### src/rtl/blkx_pkg.sv
package blkx_pkg;
  typedef enum logic [1:0] {
    ST_IDLE  = 2'd0,
    ST_READ  = 2'd1,
    ST_WRITE = 2'd2
  } seq_state_e;

  typedef struct packed {
    logic is_cmp;
    logic dec;
    logic rep;
  } xfer_mode_t;

  localparam int FL_S  = 7;
  localparam int FL_Z  = 6;
  localparam int FL_H  = 4;
  localparam int FL_PV = 2;
  localparam int FL_N  = 1;
  localparam int FL_C  = 0;
endpackage

### src/rtl/blkx_ptr_step.sv
module blkx_ptr_step #(
  parameter int AW = 16,
  parameter int CW = 16
) (
  input  logic [AW-1:0] src_i,
  input  logic [AW-1:0] dst_i,
  input  logic [CW-1:0] cnt_i,
  input  logic          dec_i,
  input  logic          move_dst_i,
  output logic [AW-1:0] src_nx_o,
  output logic [AW-1:0] dst_nx_o,
  output logic [CW-1:0] cnt_nx_o,
  output logic          cnt_nz_nx_o
);
  logic [AW-1:0] delta;

  // +1 or -1 in two's complement; wraps naturally modulo 2**AW
  assign delta       = dec_i ? {AW{1'b1}} : AW'(1);
  assign src_nx_o    = src_i + delta;
  assign dst_nx_o    = move_dst_i ? (dst_i + delta) : dst_i;
  assign cnt_nx_o    = cnt_i - CW'(1);
  assign cnt_nz_nx_o = |cnt_nx_o;
endmodule

### src/rtl/blkx_cmp_flags.sv
module blkx_cmp_flags #(
  parameter int DW = 8
) (
  input  logic [DW-1:0] key_i,
  input  logic [DW-1:0] data_i,
  output logic          sign_o,
  output logic          zero_o,
  output logic          half_o
);
  localparam int HW = DW / 2;
  logic [DW-1:0] diff;

  assign diff   = key_i - data_i;
  assign sign_o = diff[DW-1];
  assign zero_o = (diff == '0);
  assign half_o = (key_i[HW-1:0] < data_i[HW-1:0]);
endmodule

### src/rtl/blkx_seq.sv
module blkx_seq
  import blkx_pkg::*;
(
  input  logic       clk,
  input  logic       rst_n,
  input  logic       start_i,
  input  xfer_mode_t mode_i,
  input  logic       rdy_i,
  input  logic       match_i,
  input  logic       cnt_nz_nx_i,
  output logic       load_o,
  output logic       rd_o,
  output logic       wr_o,
  output logic       grab_o,
  output logic       step_o,
  output logic       finish_o
);
  seq_state_e state_q, state_d;
  logic       cont;

  always_comb begin
    state_d  = state_q;
    load_o   = 1'b0;
    grab_o   = 1'b0;
    step_o   = 1'b0;
    finish_o = 1'b0;
    cont     = 1'b0;
    case (state_q)
      ST_IDLE: begin
        if (start_i) begin
          load_o  = 1'b1;
          state_d = ST_READ;
        end
      end
      ST_READ: begin
        if (rdy_i) begin
          if (mode_i.is_cmp) begin
            step_o   = 1'b1;
            cont     = mode_i.rep && cnt_nz_nx_i && !match_i;
            finish_o = !cont;
            state_d  = cont ? ST_READ : ST_IDLE;
          end else begin
            grab_o  = 1'b1;
            state_d = ST_WRITE;
          end
        end
      end
      ST_WRITE: begin
        if (rdy_i) begin
          step_o   = 1'b1;
          cont     = mode_i.rep && cnt_nz_nx_i;
          finish_o = !cont;
          state_d  = cont ? ST_READ : ST_IDLE;
        end
      end
      default: state_d = ST_IDLE;
    endcase
  end

  always_ff @(posedge clk or negedge rst_n) begin
    if (!rst_n) state_q <= ST_IDLE;
    else        state_q <= state_d;
  end

  assign rd_o = (state_q == ST_READ);
  assign wr_o = (state_q == ST_WRITE);
endmodule

### src/rtl/blkx_engine.sv
module blkx_engine
  import blkx_pkg::*;
#(
  parameter int AW = 16,
  parameter int CW = 16,
  parameter int DW = 8
) (
  input  logic          clk,
  input  logic          rst_n,
  input  logic          start_i,
  input  logic          op_cmp_i,
  input  logic          dir_dec_i,
  input  logic          rep_i,
  input  logic [DW-1:0] key_i,
  input  logic [AW-1:0] src_i,
  input  logic [AW-1:0] dst_i,
  input  logic [CW-1:0] cnt_i,
  input  logic [7:0]    flags_i,
  output logic          mem_req_o,
  output logic          mem_we_o,
  output logic [AW-1:0] mem_addr_o,
  output logic [DW-1:0] mem_wdata_o,
  input  logic [DW-1:0] mem_rdata_i,
  input  logic          mem_rdy_i,
  output logic          busy_o,
  output logic          done_o,
  output logic [AW-1:0] src_o,
  output logic [AW-1:0] dst_o,
  output logic [CW-1:0] cnt_o,
  output logic [7:0]    flags_o
);
  xfer_mode_t    mode_q, mode_d;
  logic [AW-1:0] src_q, src_d, dst_q, dst_d;
  logic [CW-1:0] cnt_q, cnt_d;
  logic [DW-1:0] key_q, key_d, data_q, data_d;
  logic [7:0]    flags_q, flags_d;
  logic          done_q, done_d;

  logic          load, rd, wr, grab, step, finish;
  logic [AW-1:0] src_nx, dst_nx;
  logic [CW-1:0] cnt_nx;
  logic          cnt_nz_nx;
  logic          c_sign, c_zero, c_half;

  blkx_ptr_step #(.AW(AW), .CW(CW)) u_step (
    .src_i       (src_q),
    .dst_i       (dst_q),
    .cnt_i       (cnt_q),
    .dec_i       (mode_q.dec),
    .move_dst_i  (!mode_q.is_cmp),
    .src_nx_o    (src_nx),
    .dst_nx_o    (dst_nx),
    .cnt_nx_o    (cnt_nx),
    .cnt_nz_nx_o (cnt_nz_nx)
  );

  blkx_cmp_flags #(.DW(DW)) u_cmp (
    .key_i  (key_q),
    .data_i (mem_rdata_i),
    .sign_o (c_sign),
    .zero_o (c_zero),
    .half_o (c_half)
  );

  blkx_seq u_seq (
    .clk         (clk),
    .rst_n       (rst_n),
    .start_i     (start_i),
    .mode_i      (mode_q),
    .rdy_i       (mem_rdy_i),
    .match_i     (c_zero),
    .cnt_nz_nx_i (cnt_nz_nx),
    .load_o      (load),
    .rd_o        (rd),
    .wr_o        (wr),
    .grab_o      (grab),
    .step_o      (step),
    .finish_o    (finish)
  );

  // next-state for the datapath
  always_comb begin
    mode_d  = mode_q;
    src_d   = src_q;
    dst_d   = dst_q;
    cnt_d   = cnt_q;
    key_d   = key_q;
    data_d  = data_q;
    flags_d = flags_q;
    done_d  = finish;
    if (load) begin
      mode_d  = '{is_cmp: op_cmp_i, dec: dir_dec_i, rep: rep_i};
      src_d   = src_i;
      dst_d   = dst_i;
      cnt_d   = cnt_i;
      key_d   = key_i;
      flags_d = flags_i;
    end
    if (grab) data_d = mem_rdata_i;
    if (step) begin
      src_d          = src_nx;
      dst_d          = dst_nx;
      cnt_d          = cnt_nx;
      flags_d[FL_PV] = cnt_nz_nx;
      if (mode_q.is_cmp) begin
        flags_d[FL_S] = c_sign;
        flags_d[FL_Z] = c_zero;
        flags_d[FL_H] = c_half;
        flags_d[FL_N] = 1'b1;
      end else begin
        flags_d[FL_H] = 1'b0;
        flags_d[FL_N] = 1'b0;
      end
    end
  end

  always_ff @(posedge clk or negedge rst_n) begin
    if (!rst_n) begin
      mode_q  <= '0;
      src_q   <= '0;
      dst_q   <= '0;
      cnt_q   <= '0;
      key_q   <= '0;
      data_q  <= '0;
      flags_q <= '0;
      done_q  <= 1'b0;
    end else begin
      mode_q  <= mode_d;
      src_q   <= src_d;
      dst_q   <= dst_d;
      cnt_q   <= cnt_d;
      key_q   <= key_d;
      data_q  <= data_d;
      flags_q <= flags_d;
      done_q  <= done_d;
    end
  end

  assign mem_req_o   = rd | wr;
  assign mem_we_o    = wr;
  assign mem_addr_o  = wr ? dst_q : src_q;
  assign mem_wdata_o = data_q;
  assign busy_o      = rd | wr;
  assign done_o      = done_q;
  assign src_o       = src_q;
  assign dst_o       = dst_q;
  assign cnt_o       = cnt_q;
  assign flags_o     = flags_q;
endmodule

### config.mk
export PLATFORM = sky130hd
export DESIGN_NAME = blkx_engine
export DESIGN_NICKNAME = d
export VERILOG_FILES = /design/src/rtl/blkx_pkg.sv /design/src/rtl/blkx_ptr_step.sv /design/src/rtl/blkx_cmp_flags.sv /design/src/rtl/blkx_seq.sv /design/src/rtl/blkx_engine.sv
export SDC_FILE = /design/constraint.sdc
export NUM_CORES = 1
export LEC_CHECK = 0
export BUFFER_PORTS_ARGS = -buffer_cell sky130_fd_sc_hd__buf_4
export CELL_PAD_IN_SITES_DETAIL_PLACEMENT = 0
export CELL_PAD_IN_SITES_GLOBAL_PLACEMENT = 1
export CORE_ASPECT_RATIO = 1.75
export CORE_MARGIN = 2
export CORE_UTILIZATION = 40
export CTS_BUF_LIST = sky130_fd_sc_hd__clkbuf_2
export CTS_CLUSTER_DIAMETER = 40
export CTS_CLUSTER_SIZE = 10
export DETAILED_ROUTE_END_ITERATION = 16
export GPL_TIMING_DRIVEN = 0
export PLACE_DENSITY = 0.85
export SETUP_SLACK_MARGIN = 0.3
export SKIP_LAST_GASP = 1
export SYNTH_ARGS = -nofsm -noshare
export SYNTH_HDL_FRONTEND = slang
export SYNTH_SLANG_ARGS = --single-unit
### constraint.sdc
create_clock -name clk -period 3.52 [get_ports clk]
set_input_delay 0.176 -clock clk [delete_from_list [all_inputs] [get_ports clk]]
set_output_delay 0.176 -clock clk [all_outputs]
set_load 0.02 [all_outputs]
==> impl_metrics.ini, run 1 <==
[floorplanning]
start_util = 0.409
io_pins = 163
dieHeight_um = 162
core_area_um2 = 13900
die_area_um2 = 15200
dieWidth_um = 94.1
rows = 57

[power]
cellLeakagePower_nw = 3.81
power_density_nw_per_um2 = 1000
power.total_mw = 8.05
peakVddDrop_mv = 0.457

[synthesis]
ys_ff_latch = 78
synthArstFlopShare = 1.00
syn_nets = 811
seq_area_frac_synth = 0.343
synth_area_per_cell_um2 = 8.26
postSynthCellCount = 689
synth_edf_count = 0
syn_area_um2 = 5690
synth_warnings = 0
synth_flop_cell = dfrtp_1
synth_cell_types = 68

[detailed_routing]
ant_nets = 0
dr.pass1.iters = 5
drc_errors = 0
drt-wirelength-per-cell_um = 19.1
vias = 6241
initialDrtViolationCount = 362
post_drt_via_cell_ratio = 5.56
routed_wl_mm = 21.4

[cts]
clk_pin_slew_ns = 0.24
cts_tree = yes
clkSinkCount = 78
clock_latency_ns = 0.55
clockBufferDepth = 2
htree_levels = 3
cts-buffers-inserted = 9
cts_setup_buffers = 0
root_buffer = clkbuf_2

[final_layout]
drive_above_1_share = 0.237
layout_common_cells = 164 x buf_4, 139 x nand2_1, 77 x dfrtp_1, 77 x dlygate4sd3_1, 58 x o21ai_0
layout.cells.most_common = buf_4
fillers = 1251
fin_nets = 1061
syn2layout_area_growth_pct = 41.2

[hold_path]
min_path_type = input port to register

[setup_path]
arrival_ns = 3.56
rrSetupSlack_ns = 0.44
r2r_end = src_o[14]
reg2reg_from = mode_q[1]
reg2reg_depth = 9
cp-start-kind = register
critPathLaunch = mode_q[1]
crit_end = src_o[14]
required_ns = 4.00
crit_path_max_fanout = 34
critical_path_class = register to register
end_kind = register

[sta]
max_freq_mhz = 325
slew_violations = 0
holdWs_ns = 0.172
setup_violations = 0
max_slew_margin = 0.274
post-route-period-util = 0.874
fin_crit_ns = 3.08
hold_viol = 0
clock_skew_ns = 0.0308
timing.final.ws_setup_ns = 0.443
rsz0062_at_grt = false
tightest_slew_ns = 1.09

[place]
place.gp.congestion = 0.934
io_buffers = 162
hpwl_mm = 15.9
dpl_worst_slack_ns = -0.220

[flow_run]
maxCapViolCount = 0

[global_route]
grt_antenna_before_repair = 1
grt_max_degree = 79
grt_overflow = 0
grt_pass1_vias = 6289
track_usage = 0.277
grt_pass1_wl_mm = 32.4

[status]
status = finished, final reports clean
critical path, cell delays in order, from the launching register on:
cell and delay, ns:
dfrtp_4 0.76, inv_1 0.28, fa_1 0.47, nand2b_1 0.19
a21oi_1 0.26, o21bai_1 0.14, a21boi_1 0.32, o31ai_1 0.16
a21o_1 0.20, a31o_2 0.23
metrics by stage:
stage	cells	util	instance area, um^2	TNS [ns]
2_1_floorplan	689	-	5690	0
3_3_place_gp	1028	0.512	7130	-0.161
3_5_place_dp	1028	0.512	7130	-0.472
4_1_cts	1120	0.577	8020	0
5_1_grt	1122	0.578	8030	0
6_report	1122	0.578	8030	0
synth_stat cells, types with 3 or more instances:
| library cell | number | share of area |
|---|---|---|
| nand2_1 | 139 | 0.092 |
| clkbuf_1 | 19 | 0.013 |
| a22oi_1 | 3 | 0.0040 |
| o31a_1 | 3 | 0.0046 |
| o21ai_0 | 58 | 0.051 |
| or3_1 | 3 | 0.0033 |
| nor3_1 | 14 | 0.012 |
| a221o_1 | 3 | 0.0053 |
| buf_1 | 3 | 0.0020 |
| nand3_1 | 8 | 0.0070 |
| o22ai_1 | 4 | 0.0044 |
| o41ai_2 | 3 | 0.0086 |
| a21oi_1 | 45 | 0.040 |
| o21bai_1 | 4 | 0.0053 |
| nor4_1 | 4 | 0.0044 |
| xnor2_1 | 10 | 0.015 |
| mux2i_1 | 3 | 0.0053 |
| mux2_2 | 16 | 0.032 |
| or2_2 | 4 | 0.0044 |
| xor2_1 | 11 | 0.017 |
| inv_1 | 25 | 0.016 |
| and2_1 | 4 | 0.0044 |
| nor2_1 | 56 | 0.037 |
| o211ai_1 | 3 | 0.0040 |
| a21o_1 | 6 | 0.0079 |
| ha_1 | 41 | 0.090 |
| nand2b_1 | 9 | 0.0099 |
| o31ai_1 | 6 | 0.0079 |
| a31oi_1 | 16 | 0.018 |
| buf_2 | 5 | 0.0044 |
| and3_1 | 6 | 0.0066 |
| nor2b_1 | 5 | 0.0055 |
| o21a_1 | 14 | 0.018 |
| dfrtp_1 | 78 | 0.34 |
| nand4_1 | 3 | 0.0033 |
| a211oi_1 | 12 | 0.016 |
power breakdown:
group | internal, mW | switching [mW]
Sequential | 1.33 | 0.625
Combinational | 2.35 | 3.18
Clock | 0.236 | 0.334
metal layers:
| metal | GRT usage | wire length (um) | part of all wire |
|---|---|---|---|
| met4 | 0.146 | 1020 | 0.048 |
| met5 | 0 | 0 | 0 |
| met1 | 0.297 | 7990 | 0.37 |
| met3 | 0.0496 | 1190 | 0.056 |
| met2 | 0.505 | 11200 | 0.52 |
logic make-up after synthesis:
group | synth area share
AND/OR/NAND/NOR | 0.216
adder cells (fa/ha/maj) | 0.0972
buffers and inverters | 0.0420
AO/OA/AOI/OAI | 0.233
XOR/XNOR | 0.0323
multiplexers | 0.0370
flip-flops | 0.343
flip-flops by register name, summed over array words and instances (netlist names):
register,flops
done_o,1
key_q,8
dst_o,16
mode_q,3
mem_wdata_o,8
u_seq.state_q,2
src_o,16
cnt_o,16
flags_o,8
repair_timing:
action | in CTS | in global routing
hold endpoints to repair | 153 | 1
endpoints found under the setup margin | 12 | 0
hold buffers | 76 | 1
resized for setup | 2 | 0
worst min-delay path by stage:
stage | startpoint | endpoint | slack [ns] | depth (start not counted)
floorplan | rst_n | cnt_o[0] | -0.12 | 0
global placement | flags_i[5] | flags_o[5] | 0.37 | 3
detailed placement | key_i[2] | key_q[2] | 0.37 | 3
CTS | start_i | u_seq.state_q[1] | 0.005 | 4
global route | src_i[15] | src_o[15] | 0.19 | 7
finish | src_i[15] | src_o[15] | 0.17 | 7
layout make-up:
cell class                      count  area (um^2)  area share
Antenna cell                        1         2.50    0.000312
Buffer                             31          145      0.0181
Clock buffer                       11         55.1     0.00685
Clock inverter                      5         73.8     0.00919
Inverter                           25         93.8      0.0117
Multi-Input combinational cell    555         3500       0.435
Sequential cell                    78         1960       0.243
Tap cell                          177          221      0.0276
Timing Repair Buffer              239         1990       0.247
Note: power is estimated with default switching activity, not from simulation.
==> inputs of run 2 (changes only) <==
BUFFER_PORTS_ARGS = not set   (was -buffer_cell sky130_fd_sc_hd__buf_4)
CORE_UTILIZATION = 48   (was 40)
DONT_BUFFER_PORTS = 1   (was not set)
PLACE_DENSITY = 0.83   (was 0.85)
SETUP_SLACK_MARGIN = 0.5   (was 0.3)
==> run 2 against run 1 <==
  * Hold slack lost 0.13 ns
  * First-iteration DRC count decreased by 32%
  * Final cell count fell by 18%
  * Clock power decreased by 13%
  * Combinational power shrank 23%
  * Via count fell by 10%
  * Core utilization grew 1.1 points
  * Clock-buffer cell count is 2 lower
  * Die area fell by 16%
  * Largest cell class unchanged
  * Largest power group unchanged
==> impl_metrics.ini, run 2 (synthesis results as in run 1) <==
[floorplanning]
dieWidth_um = 86.3
core_area_um2 = 11600
io_pins = 163
rows = 52
dieHeight_um = 148
die_area_um2 = 12800
start_util = 0.491

[place]
place_inst = 824
dpl_worst_slack_ns = -0.248
place.gp.congestion = 0.979
io_buffers = 0
hpwl_mm = 13.4

[cts]
cts-buffers-inserted = 9
clockBufferDepth = 2
root_buffer = clkbuf_2
clkSinkCount = 78
clock_latency_ns = 0.59
cts_tree = yes
clk_pin_slew_ns = 0.27
htree_levels = 3

[setup_path]
rrSetupSlack_ns = 0.65
reg2reg_from = mode_q[1]
slowest_delay_ns = 0.63
crit_path_max_fanout = 18
end_kind = register
cp-start-kind = register
reg2reg_depth = 9
required_ns = 4.04
arrival_ns = 3.40
slowest_stage = dfrtp_4
r2r_end = src_o[14]
critical_path_class = register to register
worstPathCellList = inv_1 -> fa_1 -> nand2b_1 -> a21oi_1 -> o21bai_1 -> a21boi_1 -> o31ai_1 -> a21o_1 -> a31o_2

[hold_path]
worstHoldStart = mem_rdata_i[0]
whs_path_depth = 3
hold_path_end = flags_o[6]
min_path_type = input port to register

[detailed_routing]
drc_errors = 0
vias = 5592
dr.pass1.iters = 5
post_drt_via_cell_ratio = 6.05
routed_wl_mm = 18.4
initialDrtViolationCount = 245
drt-wirelength-per-cell_um = 20.0
ant_nets = 0

[power]
power_density_nw_per_um2 = 1040
cellLeakagePower_nw = 3.04
peakVddDrop_mv = 0.518

[sta]
max_slew_margin = 0.434
clock_skew_ns = 0.0291
tightest_slew_ns = 0.840
hold_viol = 0
slew_violations = 0
fin_crit_ns = 2.87
setup_violations = 0
post-route-period-util = 0.816
max_freq_mhz = 348
rsz0062_at_grt = false
timing.final.ws_setup_ns = 0.647

[final_layout]
fin_nets = 904
layout_common_cells = 139 x nand2_1, 80 x dlygate4sd3_1, 77 x dfrtp_1
layout.cells.most_common = nand2_1
drive_above_1_share = 0.0877
final_cells = 924
syn2layout_area_growth_pct = 19.8

[global_route]
grt_max_degree = 79
grt_overflow = 0
grt_pass1_wl_mm = 28.7
grt_antenna_before_repair = 2
track_usage = 0.290
grt_pass1_vias = 5632

[flow_run]
maxCapViolCount = 0

[status]
status = finished, final reports clean
[run 2: worst max-delay path by stage]
stage	startpoint	endpoint	slack, ns	cells after the start
4_1_cts	u_seq.state_q[0]	dst_o[9]	0.58	8
2_1_floorplan	mode_q[1]	src_o[14]	0.65	9
5_1_grt	mode_q[1]	src_o[14]	0.51	9
3_3_place_gp	mode_q[1]	src_o[14]	-0.20	9
6_report	mode_q[1]	src_o[14]	0.65	9
3_5_place_dp	mode_q[1]	src_o[14]	-0.25	9
[run 2: cell type report]
type,instances,area (um^2)
Antenna cell,2,5.00
Buffer,31,150
Clock buffer,9,45.0
Clock inverter,7,61.3
Fill cell,1073,4760
Inverter,25,93.8
Multi-Input combinational cell,555,3500
Sequential cell,78,1960
Tap cell,135,169
Timing Repair Buffer,82,840
[run 2: worst max-delay path: cells and delay by family, from the launching register on]
kind | cells | cell delay, ns
flops | 1 | 0.63
fa+ha+maj | 1 | 0.46
buf+inv | 1 | 0.24
compound gates | 6 | 1.32
simple gates | 1 | 0.20
[run 2: what timing repair did]
| action | CTS | global route |
|---|---|---|
| endpoints found under the hold margin | 155 | 0 |
| hold buffers | 81 | 0 |
| gates resized for setup | 2 | 7 |
| endpoints found under the setup margin | 20 | 25 |
| pin swaps | 0 | 0 |
| buffers inserted | 1 | 0 |
[run 2: metrics by stage]
step           utilization  cell area [um^2]  power (mW)  hold WS (ns)  TNS (ns)
4_1_cts              0.588              6810        7.08       0.00673         0
3_3_place_gp         0.506              5860        6.32        -0.117    -0.290
5_1_grt              0.589              6820        7.69       0.00637         0
6_report             0.589              6820        7.10        0.0461         0
2_1_floorplan            -              5690        5.44        -0.120         0
3_5_place_dp         0.506              5860        6.43        -0.117    -0.459
[run 2: layer usage]
metal  vias to the layer above  share of wire  track usage
met4                         0          0.035        0.132
met5                         -              0            0
li1                       2646              -            -
met1                      2691           0.37        0.316
met2                       215           0.53        0.530
met3                        40          0.061       0.0558
[run 2: where the power goes]
| part | leakage [nW] | switching, mW | internal [mW] |
|---|---|---|---|
| sequential | 0.940 | 1.05 | 1.32 |
| combinational | 2.04 | 2.48 | 1.75 |
| clock | 0.0619 | 0.387 | 0.109 |
==> inputs of run 3 (changes only) <==
clock period = 2.8 ns   (was 3.52 ns; I/O delays follow)
==> run 3 against run 2 <==
  * Core utilization is 8.4 points higher
  * Power is 54% higher
  * Via count is 4.8% higher
  * Combinational power is 72% higher
  * Sequential power is 29% higher
  * First-iteration DRC count is 0.82% higher
  * Register-to-register slack worse by 0.48 ns
  * Global-route usage is 1.8 points higher
  * Hold slack better by 0.019 ns
  * Routed wire length is 10% higher
  * Non-clock buffer count is 36 higher
==> impl_metrics.ini, run 3 (synthesis results as in run 1) <==
[power]
internal-power_mw = 5.16
combPwrFrac = 0.666
power_density_nw_per_um2 = 1400
clock_power_share = 0.055
power.switching_mw = 5.78
peakVddDrop_mv = 0.773
cellLeakagePower_nw = 3.35
seqPwrFrac = 0.279
switching_share = 0.528

[cts]
clockBufferDepth = 2
htree_levels = 3
cts-buffers-inserted = 9
cts_tree = yes
root_buffer = clkbuf_2
clock_latency_ns = 0.60
clk_pin_slew_ns = 0.27
clkSinkCount = 78

[floorplanning]
dieWidth_um = 86.3
dieHeight_um = 148
start_util = 0.491
core_area_um2 = 11600
die_area_um2 = 12800
rows = 52
io_pins = 163

[place]
dpl_worst_slack_ns = -0.116
place_area_um2 = 5940
place_inst = 824
place.gp.congestion = 0.942
io_buffers = 0
hpwl_mm = 13.6

[setup_path]
path_common_cell = buf_12
rrSetupSlack_ns = 0.16
crit_family = compound AO/OA/AOI/OAI gates
end_kind = register
crit_path_max_fanout = 7
r2r_end = src_o[12]
worstPathCellList = buf_12 -> buf_12 -> ha_4 -> a211o_1 -> a221oi_4 -> a21boi_2 -> o21ai_1 -> or3b_1 -> a31o_2
reg2reg_depth = 9
crit_buf_inv = 2
slowest_stage = dfrtp_4
critical_path_class = register to register
cp-start-kind = register
slowest_delay_ns = 0.56
required_ns = 3.30
arrival_ns = 3.14
reg2reg_from = mode_q[1]

[detailed_routing]
routed_wl_mm = 20.3
initialDrtViolationCount = 247
vias = 5860
drc_errors = 0
dr.pass1.iters = 5
ant_nets = 0
post_drt_via_cell_ratio = 6.11
drt-wirelength-per-cell_um = 21.2

[sta]
tightest_slew_ns = 0.671
fin_crit_ns = 2.64
max_slew_margin = 0.551
setup_violations = 0
setup_tns_ns = 0
hold_viol = 0
rsz0062_at_grt = true
holdWs_ns = 0.0653
max_freq_mhz = 379
post-route-period-util = 0.941
clock_skew_ns = 0.0391
timing.final.ws_setup_ns = 0.164
slew_violations = 0

[flow_run]
maxCapViolCount = 0

[final_layout]
layout.cells.most_common = nand2_1
fin_nets = 940
fillers = 915
syn2layout_area_growth_pct = 37.0
fin_area_um2 = 7790
layout_common_cells = 134 x nand2_1, 80 x dlygate4sd3_1, 68 x dfrtp_1
final_cells = 959
drive_above_1_share = 0.239

[status]
status = finished, final reports clean

[global_route]
grt_pass1_vias = 5919
grt_overflow = 0
grt_max_degree = 79
track_usage = 0.308
grt_antenna_before_repair = 1
grt_pass1_wl_mm = 30.7

[hold_path]
min_path_type = input port to async pin
run 3: cell types whose count changed in the layout (fill, tap and decap cells not counted), sizes merged:
cell    delta
clkinv     +1
diode      -1
clkbuf     -3
buf       +39
inv        -1
run 3: area by class of cell:
cell class	instances	area, um^2	area share
multi-input combinational	555	4090	0.524
sequential	78	1970	0.252
timing repair buffer	118	1170	0.150
buffer	31	208	0.0266
tap	135	169	0.0217
inverter	25	96.3	0.0124
clock inverter	7	53.8	0.00690
clock buffer	9	45.0	0.00578
antenna	1	2.50	0.000321
run 3: per-stage QoR:
| step | utilization | power (mW) |
|---|---|---|
| 2_1_floorplan | - | 6.97 |
| 3_3_place_gp | 0.513 | 8.10 |
| 3_5_place_dp | 0.513 | 8.26 |
| 4_1_cts | 0.649 | 10.2 |
| 5_1_grt | 0.673 | 11.6 |
| 6_report | 0.673 | 10.9 |
run 3: repair_timing:
action / CTS / global route
pin swaps: 28 / 23
endpoints found under the hold margin: 156 / 0
hold buffers: 81 / 0
endpoints found under the setup margin: 81 / 45
resized for setup: 98 / 62
setup buffers: 26 / 11
run 3: worst max path at each step:
| stage | from | endpoint | slack (ns) | depth (start not counted) |
|---|---|---|---|---|
| final | mode_q[1] | src_o[12] | 0.16 | 9 |
| after floorplan | mode_q[1] | src_o[12] | 0.39 | 7 |
| after global placement | mode_q[1] | src_o[14] | -0.07 | 9 |
| after detailed placement | mode_q[1] | src_o[14] | -0.12 | 9 |
| after global routing | mode_q[1] | dst_o[14] | 0.1 | 9 |
| after CTS | mode_q[1] | src_o[12] | 0.20 | 9 |
run 3: power groups by stage:
stage	registers [mW]	logic, mW	clock network (mW)
2_1_floorplan	2.77	4.20	0
3_3_place_gp	3.06	5.04	0
3_5_place_dp	3.08	5.18	0
4_1_cts	3.01	6.57	0.614
5_1_grt	3.12	7.84	0.657
6_report	3.05	7.29	0.603
run 3: layer usage:
metal / share of wire / vias up / GRT usage
li1: - / 2722 / -
met1: 0.37 / 2854 / 0.341
met2: 0.54 / 230 / 0.574
met3: 0.051 / 54 / 0.0525
met4: 0.034 / 0 / 0.119
met5: 0 / - / 0
